## src/rtl/cmdq_pkg.sv

```systemverilog
package cmdq_pkg;
  typedef enum logic [1:0] {ST_IDLE, ST_REQ, ST_WAIT} cq_state_e;
  typedef enum logic [1:0] {CK_NOP, CK_SYNC, CK_ILLEGAL} cmd_kind_e;

  localparam logic [6:0] CQ_ERR_NONE = 7'd0;
  localparam logic [6:0] CQ_ERR_ILL  = 7'd1;
  localparam logic [6:0] CQ_ERR_ABT  = 7'd2;

  localparam logic [7:0] OP_SYNC     = 8'h46;
  localparam logic [1:0] CS_SIG_IRQ  = 2'd1;
endpackage

```

## src/rtl/cmdq_decode.sv

```systemverilog
module cmdq_decode
  import cmdq_pkg::*;
#(
  parameter int DATA_W = 32
) (
  input  logic [DATA_W-1:0] word,
  output cmd_kind_e         kind,
  output logic              irq_req
);
  logic [7:0] op;
  assign op = word[7:0];

  always_comb begin
    unique case (op)
      8'h01, 8'h02, 8'h03, 8'h04, 8'h05, 8'h06,
      8'h10, 8'h11, 8'h12, 8'h13, 8'h18, 8'h1A,
      8'h20, 8'h21, 8'h22, 8'h23, 8'h28, 8'h2A,
      8'h30, 8'h40, 8'h41, 8'h44, 8'h45: kind = CK_NOP;
      OP_SYNC:                            kind = CK_SYNC;
      default:                            kind = CK_ILLEGAL;
    endcase
  end

  // completion-signal field of a sync entry lives in bits 13:12
  assign irq_req = (kind == CK_SYNC) && (word[13:12] == CS_SIG_IRQ);
endmodule

```

## src/rtl/cmdq_index.sv

```systemverilog
module cmdq_index #(
  parameter int IDX_W = 4
) (
  input  logic             clk,
  input  logic             rst_n,
  input  logic             step,
  input  logic [IDX_W-1:0] prod,
  output logic [IDX_W-1:0] cons,
  output logic             empty
);
  // natural overflow of the full index flips the wrap bit on rollover
  always_ff @(posedge clk) begin
    if (!rst_n)    cons <= '0;
    else if (step) cons <= cons + 1'b1;
  end

  assign empty = (cons == prod);
endmodule

```

## src/rtl/cmdq_gerr.sv

```systemverilog
module cmdq_gerr (
  input  logic clk,
  input  logic rst_n,
  input  logic raise,
  input  logic ack,
  output logic flag,
  output logic pending,
  output logic irq
);
  assign pending = flag ^ ack;

  always_ff @(posedge clk) begin
    if (!rst_n) begin
      flag <= 1'b0;
      irq  <= 1'b0;
    end else begin
      irq <= 1'b0;
      if (raise && !pending) begin
        flag <= ~flag;
        irq  <= 1'b1;
      end
    end
  end
endmodule

```

## src/rtl/cmdq_consumer.sv

```systemverilog
module cmdq_consumer
  import cmdq_pkg::*;
#(
  parameter int  ADDR_W     = 32,
  parameter int  DATA_W     = 32,
  parameter int  QLOG2      = 3,
  parameter int  ENTRY_LOG2 = 4,
  parameter int  ERR_W      = 7,
  localparam int IDX_W      = QLOG2 + 1
) (
  input  logic              clk,
  input  logic              rst_n,
  input  logic              cmdq_en,
  input  logic [ADDR_W-1:0] q_base,
  input  logic [IDX_W-1:0]  prod_idx,
  output logic [IDX_W-1:0]  cons_idx,
  output logic [ERR_W-1:0]  cons_err,
  input  logic              gerr_ack,
  output logic              gerr,
  output logic              gerr_irq,
  output logic              sync_irq,
  output logic              rd_req_valid,
  input  logic              rd_req_ready,
  output logic [ADDR_W-1:0] rd_req_addr,
  input  logic              rd_rsp_valid,
  output logic              rd_rsp_ready,
  input  logic [DATA_W-1:0] rd_rsp_data,
  input  logic              rd_rsp_err
);
  cq_state_e  state;
  cmd_kind_e  kind;
  logic       irq_req, empty, pending;
  logic       rsp_fire, cmd_ok, raise;
  logic [ADDR_W-1:0] slot_off;

  cmdq_decode #(.DATA_W(DATA_W)) u_dec (
    .word(rd_rsp_data), .kind(kind), .irq_req(irq_req)
  );

  cmdq_index #(.IDX_W(IDX_W)) u_idx (
    .clk(clk), .rst_n(rst_n), .step(cmd_ok),
    .prod(prod_idx), .cons(cons_idx), .empty(empty)
  );

  cmdq_gerr u_gerr (
    .clk(clk), .rst_n(rst_n), .raise(raise), .ack(gerr_ack),
    .flag(gerr), .pending(pending), .irq(gerr_irq)
  );

  assign rsp_fire = (state == ST_WAIT) && rd_rsp_valid;
  assign cmd_ok   = rsp_fire && !rd_rsp_err && (kind != CK_ILLEGAL);
  assign raise    = rsp_fire && !cmd_ok;

  assign slot_off     = ADDR_W'(cons_idx[QLOG2-1:0]) << ENTRY_LOG2;
  assign rd_req_addr  = q_base + slot_off;
  assign rd_req_valid = (state == ST_REQ);
  assign rd_rsp_ready = (state == ST_WAIT);

  always_ff @(posedge clk) begin
    if (!rst_n) begin
      state    <= ST_IDLE;
      cons_err <= '0;
      sync_irq <= 1'b0;
    end else begin
      sync_irq <= 1'b0;
      unique case (state)
        ST_IDLE: if (cmdq_en && !empty && !pending) state <= ST_REQ;
        ST_REQ:  if (rd_req_ready) state <= ST_WAIT;
        ST_WAIT: if (rd_rsp_valid) begin
          state <= ST_IDLE;
          if (rd_rsp_err)              cons_err <= ERR_W'(CQ_ERR_ABT);
          else if (kind == CK_ILLEGAL) cons_err <= ERR_W'(CQ_ERR_ILL);
          else if (irq_req)            sync_irq <= 1'b1;
        end
        default: state <= ST_IDLE;
      endcase
    end
  end
endmodule

```

## config.mk

```make
export PLATFORM = sky130hd
export DESIGN_NAME = cmdq_consumer
export DESIGN_NICKNAME = d
export VERILOG_FILES = /design/src/rtl/cmdq_pkg.sv /design/src/rtl/cmdq_decode.sv /design/src/rtl/cmdq_index.sv /design/src/rtl/cmdq_gerr.sv /design/src/rtl/cmdq_consumer.sv
export SDC_FILE = /design/constraint.sdc
export NUM_CORES = 1
export LEC_CHECK = 0
export BUFFER_PORTS_ARGS = -buffer_cell sky130_fd_sc_hd__buf_2
export CAP_MARGIN = 20
export CORE_MARGIN = 10
export CORE_UTILIZATION = 40
export CTS_CLUSTER_SIZE = 10
export DETAILED_ROUTE_END_ITERATION = 8
export PLACE_DENSITY = 0.85
export SLEW_MARGIN = 30
export SYNTH_ARGS = -nofsm -noshare
export SYNTH_HDL_FRONTEND = slang
export SYNTH_HIERARCHICAL = 1
export SYNTH_SLANG_ARGS = --single-unit
```

## constraint.sdc

```tcl
create_clock -name clk -period 5.8 [get_ports clk]
set_input_delay 0.58 -clock clk [delete_from_list [all_inputs] [get_ports clk]]
set_output_delay 0.58 -clock clk [all_outputs]
set_load 0.02 [all_outputs]
```

==> results of run 1 <==
[metal layers]
metal	up-vias	GRT usage, %	part of all wire (%)
met1	658	12.9	42
met3	4	5.81	10
met4	0	2.33	1.2
met5	-	0	0
li1	754	-	-
met2	61	20.1	47
[layout by cell type, fill, tap and decap left out, drive strengths merged, types with 5 or more instances in the layout]
master	synthesis	final
conb	1	5
nand4	10	10
nand3	15	15
buf	9	87
nor4	5	5
nand2	13	13
xor2	9	9
nor2	5	5
inv	11	11
dfxtp	11	11
xnor2	23	23
nor3	5	5
[path summary, 6_finish.rpt]
kind                         startpoint                         end  slack, ns  cells after the start
max reg2reg       state[1]$_SDFFE_PN0P_  u_idx/cons[3]$_SDFFE_PN0P_       3.94                      5
min reg2reg       state[1]$_SDFFE_PN0P_       state[0]$_SDFFE_PN0P_       0.45                      1
max          u_idx/cons[0]$_SDFFE_PN0P_             rd_req_addr[24]       2.56                      8
min               state[1]$_SDFFE_PN0P_       state[0]$_SDFFE_PN0P_       0.45                      1
[cell type report]
| cell class | count | area (µm²) | area share (%) |
|---|---|---|---|
| flip-flops and latches | 11 | 220 | 12.1 |
| inverters | 11 | 41.3 | 2.27 |
| multi-input cells | 139 | 1030 | 56.9 |
| clock buffers | 3 | 22.5 | 1.24 |
| clock inverters | 1 | 5.00 | 0.276 |
| repair buffers | 87 | 435 | 24.0 |
| well taps | 46 | 57.6 | 3.17 |
[cell usage after synthesis, drive strengths merged]
cell / n
and4: 1
a2111oi: 2
o31a: 1
nand3: 15
a221oi: 1
a21o: 2
inv: 11
a21boi: 2
ha: 4
buf: 9
nand3b: 1
nor3b: 2
xnor2: 23
conb: 1
dfxtp: 11
xor2: 9
and3: 3
a22o: 1
mux2i: 3
o211a: 2
nor3: 5
nor4: 5
nand2: 13
and3b: 1
fa: 1
a21bo: 1
o21ai: 1
and4b: 1
nor2: 5
clkbuf: 1
a211oi: 2
and2: 3
nand4: 10
nor2b: 3
nand2b: 4
nor4b: 1
o211ai: 2
a21oi: 4
[cells by family (layout without fill, tap and decap cells)]
| family | after synthesis | count (layout) | synth area share (%) |
|---|---|---|---|
| multiplexers | 3 | 3 | 2.22 |
| AND/OR/NAND/NOR | 73 | 73 | 32.9 |
| buffers and inverters | 21 | 102 | 8.33 |
| other | 1 | 5 | 0.278 |
| XOR/XNOR | 32 | 32 | 20.7 |
| flip-flops | 11 | 11 | 16.3 |
| adder cells (fa/ha/maj) | 5 | 5 | 5.19 |
| AO/OA/AOI/OAI | 21 | 21 | 14.1 |
[per-stage QoR]
stage | utilization, % | hold WS, ns | worst slack (ns) | cell area [µm²]
floorplan | - | 0.414 | 2.83 | 1370
global placement | 54.0 | 0.430 | 2.69 | 1790
detailed placement | 54.0 | 0.434 | 2.66 | 1790
CTS | 54.8 | 0.459 | 2.51 | 1820
global route | 54.8 | 0.486 | 2.27 | 1820
finish | 54.8 | 0.454 | 2.56 | 1820
[sequential cells by signal, indices dropped and copies added, names as in the netlist]
| signal | flops |
|---|---|
| u_idx/cons | 4 |
| u_gerr/flag | 1 |
| state | 2 |
| u_gerr/irq | 1 |
| sync_irq | 1 |
| cons_err | 2 |
[power groups by stage]
stage	logic, W	registers [W]	clock network [W]
3_5_place_dp	0.0000825	0.0000790	0
3_3_place_gp	0.0000813	0.0000790	0
6_report	0.0000824	0.0000773	0.0000518
5_1_grt	0.0000899	0.0000774	0.0000592
4_1_cts	0.0000827	0.0000773	0.0000539
2_1_floorplan	0.0000478	0.0000794	0
[worst register-to-register path, stage by stage (launching register included)]
cell     delay (ns)
dfxtp_1        0.35
nor2b_1        0.32
nand2_1        0.09
nor3_1         0.62
nand4_1        0.20
mux2i_1        0.16
==> results.py, run 1 <==
metrics = {
    "routing": {
        "wl_um": 3900,
        "final_antenna_net_count": 0,
        "drc": 0,
        "wire_per_inst_um": 13.1,
        "first_pass_iters": 4,
        "via_per_inst": 4.96,
        "vias": 1477,
        "drtIter0Drc": 50,
    },
    "finish": {
        "drive_gt1_share_pct": 40.9,
        "syn_to_final_growth_pct": 34.4,
        "n_antenna_cell": 0,
        "fillers": 342,
        "nNetsFinal": 333,
        "fin_cells": 298,
    },
    "cts": {
        "cts_resized": 0,
        "cts-root-buf": "clkbuf_4",
        "cts_tree": "built",
        "cts.path.max_buffers": 2,
        "clkTransAtPathRegs_ns": 0.08,
        "clkLatencyLatePin_ns": 0.27,
        "cts_setup_buffers": 0,
        "htreeDepth": 1,
        "clock_sinks": 11,
        "postCtsHoldBufs": 0,
        "cts_made_buffers": 3,
    },
    "timing": {
        "final_max_slew_viol_count": 0,
        "period_needed_ns": 3.24,
        "slew_headroom_pct": 49.6,
        "period_share_pct": 55.9,
        "max_clock_freq_mhz": 308,
        "hold_violations": 0,
        "worst_clock_skew_ns": 0.00501,
        "rsz0062_at_grt": "no",
        "worstMarginPinSlew_ns": 0.750,
        "final-setup-viol-count": 0,
        "tns_ns": 0,
    },
    "grt": {
        "grt_pass1_vias": 1469,
        "grt-ovfl-total": 0,
        "track_usage_pct": 11.8,
        "grt_max_degree": 11,
        "grt_antenna_before_repair": 0,
        "grt_first_pass_wirelength_um": 6300,
    },
    "pwr": {
        "p_switching_w": 0.0000765,
        "power_frac_seq_pct": 36.5,
        "p_leak_nw": 0.911,
        "vdd_drop_max_mv": 0.103,
        "total_power_w": 0.000211,
        "p_per_area_nw_per_um2": 116,
        "power_frac_comb_pct": 39.0,
        "p_int_w": 0.000135,
        "p_clk_share_pct": 24.5,
        "p_sw_share_pct": 36.2,
    },
    "yosys": {
        "synth_top_area_share_pct": 16.3,
        "yosysTopAreaCell": "dfxtp_1",
        "syn_area_um2": 1350,
        "ys_seq_area_share_pct": 16.3,
        "synth_area_leaders": "dfxtp_1 (16%), xnor2_1 (15%), xor2_1 (5.8%)",
        "synthCells": 167,
        "syn_avg_cell_area_um2": 8.09,
        "ys_types": 47,
        "ys_seq_elements": 11,
        "synth.yosys.warnings": 6,
    },
    "setup_path": {
        "worstSetupEndpointType": "output pin",
        "arrival_ns": 2.66,
        "worst-setup-path-type": "reg2out",
        "cpPeakStageDelay_ns": 0.53,
        "cp-start-kind": "register",
        "cp.required_ns": 5.22,
        "crit_buf_inv": 2,
        "path_max_fanout": 7,
        "crit_chain": "ha_1 -> inv_1 -> fa_1 -> nand2b_4 -> a2111oi_4 -> nand3_1 -> xnor2_1 -> buf_2",
        "slowest_stage": "a2111oi_4",
        "crit_family": "adder cells",
    },
    "worst_hold_path": {
        "min_path_type": "reg2reg",
    },
    "placement": {
        "gp_congestion": 0.807,
        "dp_cells": 294,
        "dp_hpwl_um": 3450,
        "numPortBuffers": 87,
    },
    "die": {
        "core_area_um2": 3310,
        "num_rows": 21,
        "start_util_pct": 40.8,
        "fp.dieW_um": 78.1,
        "ios": 123,
        "dieArea_um2": 6100,
        "die_h_um": 78.1,
    },
    "flow_run": {
        "maxCapViolations": 0,
    },
    "status": {
        "status": "finished, final reports clean",
    },
}
Power figures use the tool's default switching activity.
==> run 2: changes to the inputs <==
--- a/config.mk
+++ b/config.mk
@@ -8,10 +8,10 @@
 export BUFFER_PORTS_ARGS = -buffer_cell sky130_fd_sc_hd__buf_2
 export CAP_MARGIN = 20
 export CORE_MARGIN = 10
-export CORE_UTILIZATION = 40
+export CORE_UTILIZATION = 38
 export CTS_CLUSTER_SIZE = 10
 export DETAILED_ROUTE_END_ITERATION = 8
-export PLACE_DENSITY = 0.85
+export PLACE_DENSITY = 0.82
 export SLEW_MARGIN = 30
 export SYNTH_ARGS = -nofsm -noshare
 export SYNTH_HDL_FRONTEND = slang
==> constraint.sdc (replaced) <==
create_clock -name clk -period 3.2 [get_ports clk]
set_input_delay 0.32 -clock clk [delete_from_list [all_inputs] [get_ports clk]]
set_output_delay 0.32 -clock clk [all_outputs]
set_load 0.02 [all_outputs]
==> run 2 against run 1 <==
Against the previous run:
- critical path depth unchanged
- sequential power increased by 81%
- via count increased by 0.27%
- routed wire length increased by 5.5%
- combinational power increased by 83%
- clock power increased by 77%
- global-route usage increased by 0.44 points
- core utilization decreased by 1.3 points
- non-clock buffer count unchanged
- register-to-register slack got worse by 2.6 ns
- die area increased by 3.9%
- critical endpoint unchanged
- largest power group unchanged
==> results.py, run 2 (synthesis gave the netlist of run 1 again) <==
metrics = {
    "cts": {
        "cts_tree": "built",
        "postCtsHoldBufs": 0,
        "cts.path.max_buffers": 2,
        "cts-root-buf": "clkbuf_4",
        "htreeDepth": 1,
        "clock_sinks": 11,
        "cts_made_buffers": 3,
        "clkTransAtPathRegs_ns": 0.07,
        "cts_setup_buffers": 0,
        "clkLatencyLatePin_ns": 0.26,
        "cts_resized": 0,
    },
    "timing": {
        "max_clock_freq_mhz": 332,
        "tns_ns": 0,
        "final-setup-viol-count": 0,
        "period_needed_ns": 3.01,
        "hold_violations": 0,
        "slew_headroom_pct": 49.9,
        "worst_clock_skew_ns": 0.00372,
        "rsz0062_at_grt": "no",
        "final_max_slew_viol_count": 0,
        "worstMarginPinSlew_ns": 0.746,
        "period_share_pct": 94.1,
    },
    "routing": {
        "vias": 1481,
        "wl_um": 4110,
        "drc": 0,
        "final_antenna_net_count": 0,
        "wire_per_inst_um": 13.8,
        "via_per_inst": 4.97,
        "first_pass_iters": 4,
        "drtIter0Drc": 53,
    },
    "finish": {
        "layout_common_cells": "buf_2 (87), xnor2_1 (23), nand3_1 (14)",
        "largest_registers": "u_idx/cons (4), cons_err (2), state (2)",
        "drive_gt1_share_pct": 40.5,
        "n_antenna_cell": 0,
        "mostFrequentLayoutCell": "buf_2",
        "nNetsFinal": 333,
        "top_register": "u_idx/cons",
        "final_core_util_pct": 53.5,
        "syn_to_final_growth_pct": 34.3,
        "largest_reg_flops": 4,
    },
    "placement": {
        "gp_congestion": 0.839,
        "dp_hpwl_um": 3670,
        "numPortBuffers": 87,
    },
    "worst_hold_path": {
        "min_path_type": "in2reg",
    },
    "grt": {
        "grt-ovfl-total": 0,
        "grt_antenna_before_repair": 0,
        "track_usage_pct": 12.2,
        "grt_first_pass_wirelength_um": 6690,
        "grt_max_degree": 11,
        "grt_pass1_vias": 1524,
    },
    "setup_path": {
        "path_max_fanout": 7,
        "r2r_setup_slack_ns": 1.35,
        "crit_chain": "ha_1 -> inv_1 -> fa_1 -> nand2b_4 -> a2111oi_4 -> nand3_1 -> xnor2_1 -> buf_2",
        "worstSetupEndpointType": "output pin",
        "cp-start-kind": "register",
        "cpPeakStageDelay_ns": 0.53,
        "slowest_stage": "a2111oi_4",
        "cp.required_ns": 2.88,
        "arrival_ns": 2.69,
        "worst-setup-path-type": "reg2out",
    },
    "pwr": {
        "total_power_w": 0.000382,
        "vdd_drop_max_mv": 0.131,
        "p_leak_nw": 0.908,
        "p_per_area_nw_per_um2": 211,
    },
    "die": {
        "ios": 123,
        "start_util_pct": 39.9,
        "dieArea_um2": 6340,
        "fp.dieW_um": 79.6,
        "num_rows": 21,
        "core_area_um2": 3390,
        "die_h_um": 79.6,
    },
    "status": {
        "status": "finished, final reports clean",
    },
    "flow_run": {
        "maxCapViolations": 0,
    },
}
-- run 2: cell types whose count changed in the layout (fill, tap and decap cells not counted), sizes merged --
cell / delta
clkbuf: +1
clkinv: -1
-- run 2: metrics by stage --
step | hold slack (ns) | area (µm²) | std cells | worst slack (ns)
4_1_cts | 0.355 | 1810 | 298 | 0.177
5_1_grt | 0.375 | 1810 | 298 | 0.0327
2_1_floorplan | 0.414 | 1370 | 171 | 0.487
6_report | 0.359 | 1810 | 298 | 0.190
3_3_place_gp | 0.422 | 1790 | 294 | 0.470
3_5_place_dp | 0.437 | 1790 | 294 | 0.478
-- run 2: worst max-delay path, delay by kind of cell, from the launching register on --
kind / cells / cell delay, ns
flip-flops: 1 / 0.47
buffers and inverters: 2 / 0.26
AO/OA/AOI/OAI: 1 / 0.53
XOR/XNOR: 1 / 0.19
adder cells (fa/ha/maj): 2 / 0.65
AND/OR/NAND/NOR: 2 / 0.33
-- run 2: power by group --
part	internal [W]	switching, W	total [W]	leakage [nW]
Sequential	0.000139	0.00000140	0.000140	0.0888
Combinational	0.0000598	0.0000908	0.000151	0.804
Clock	0.0000480	0.0000437	0.0000918	0.0150
Total	0.000246	0.000136	0.000382	0.908
-- run 2: path summary, 6_finish.rpt --
check	startpoint	to	depth (start not counted)
worst max-delay path	u_idx/cons[0]$_SDFFE_PN0P_	rd_req_addr[24]	8
worst min-delay path	rst_n	u_gerr/irq$_SDFF_PN0_	3
worst max register to register	state[1]$_SDFFE_PN0P_	u_idx/cons[3]$_SDFFE_PN0P_	5
worst min register to register	state[1]$_SDFFE_PN0P_	state[0]$_SDFFE_PN0P_	1
-- run 2: routing by layer --
metal | wire length (µm) | up-vias | track usage (%)
met5 | 0 | - | 0
li1 | - | 755 | -
met4 | 0 | 0 | 2.69
met3 | 481 | 0 | 4.28
met1 | 1530 | 666 | 12.2
met2 | 2110 | 60 | 23.5
-- run 2: area by class of cell --
type	count	area, µm²
Tap cell	46	57.6
Sequential cell	11	220
Clock buffer	4	26.3
Timing Repair Buffer	87	435
Fill cell	343	1580
Inverter	11	41.3
Multi-Input combinational cell	139	1030
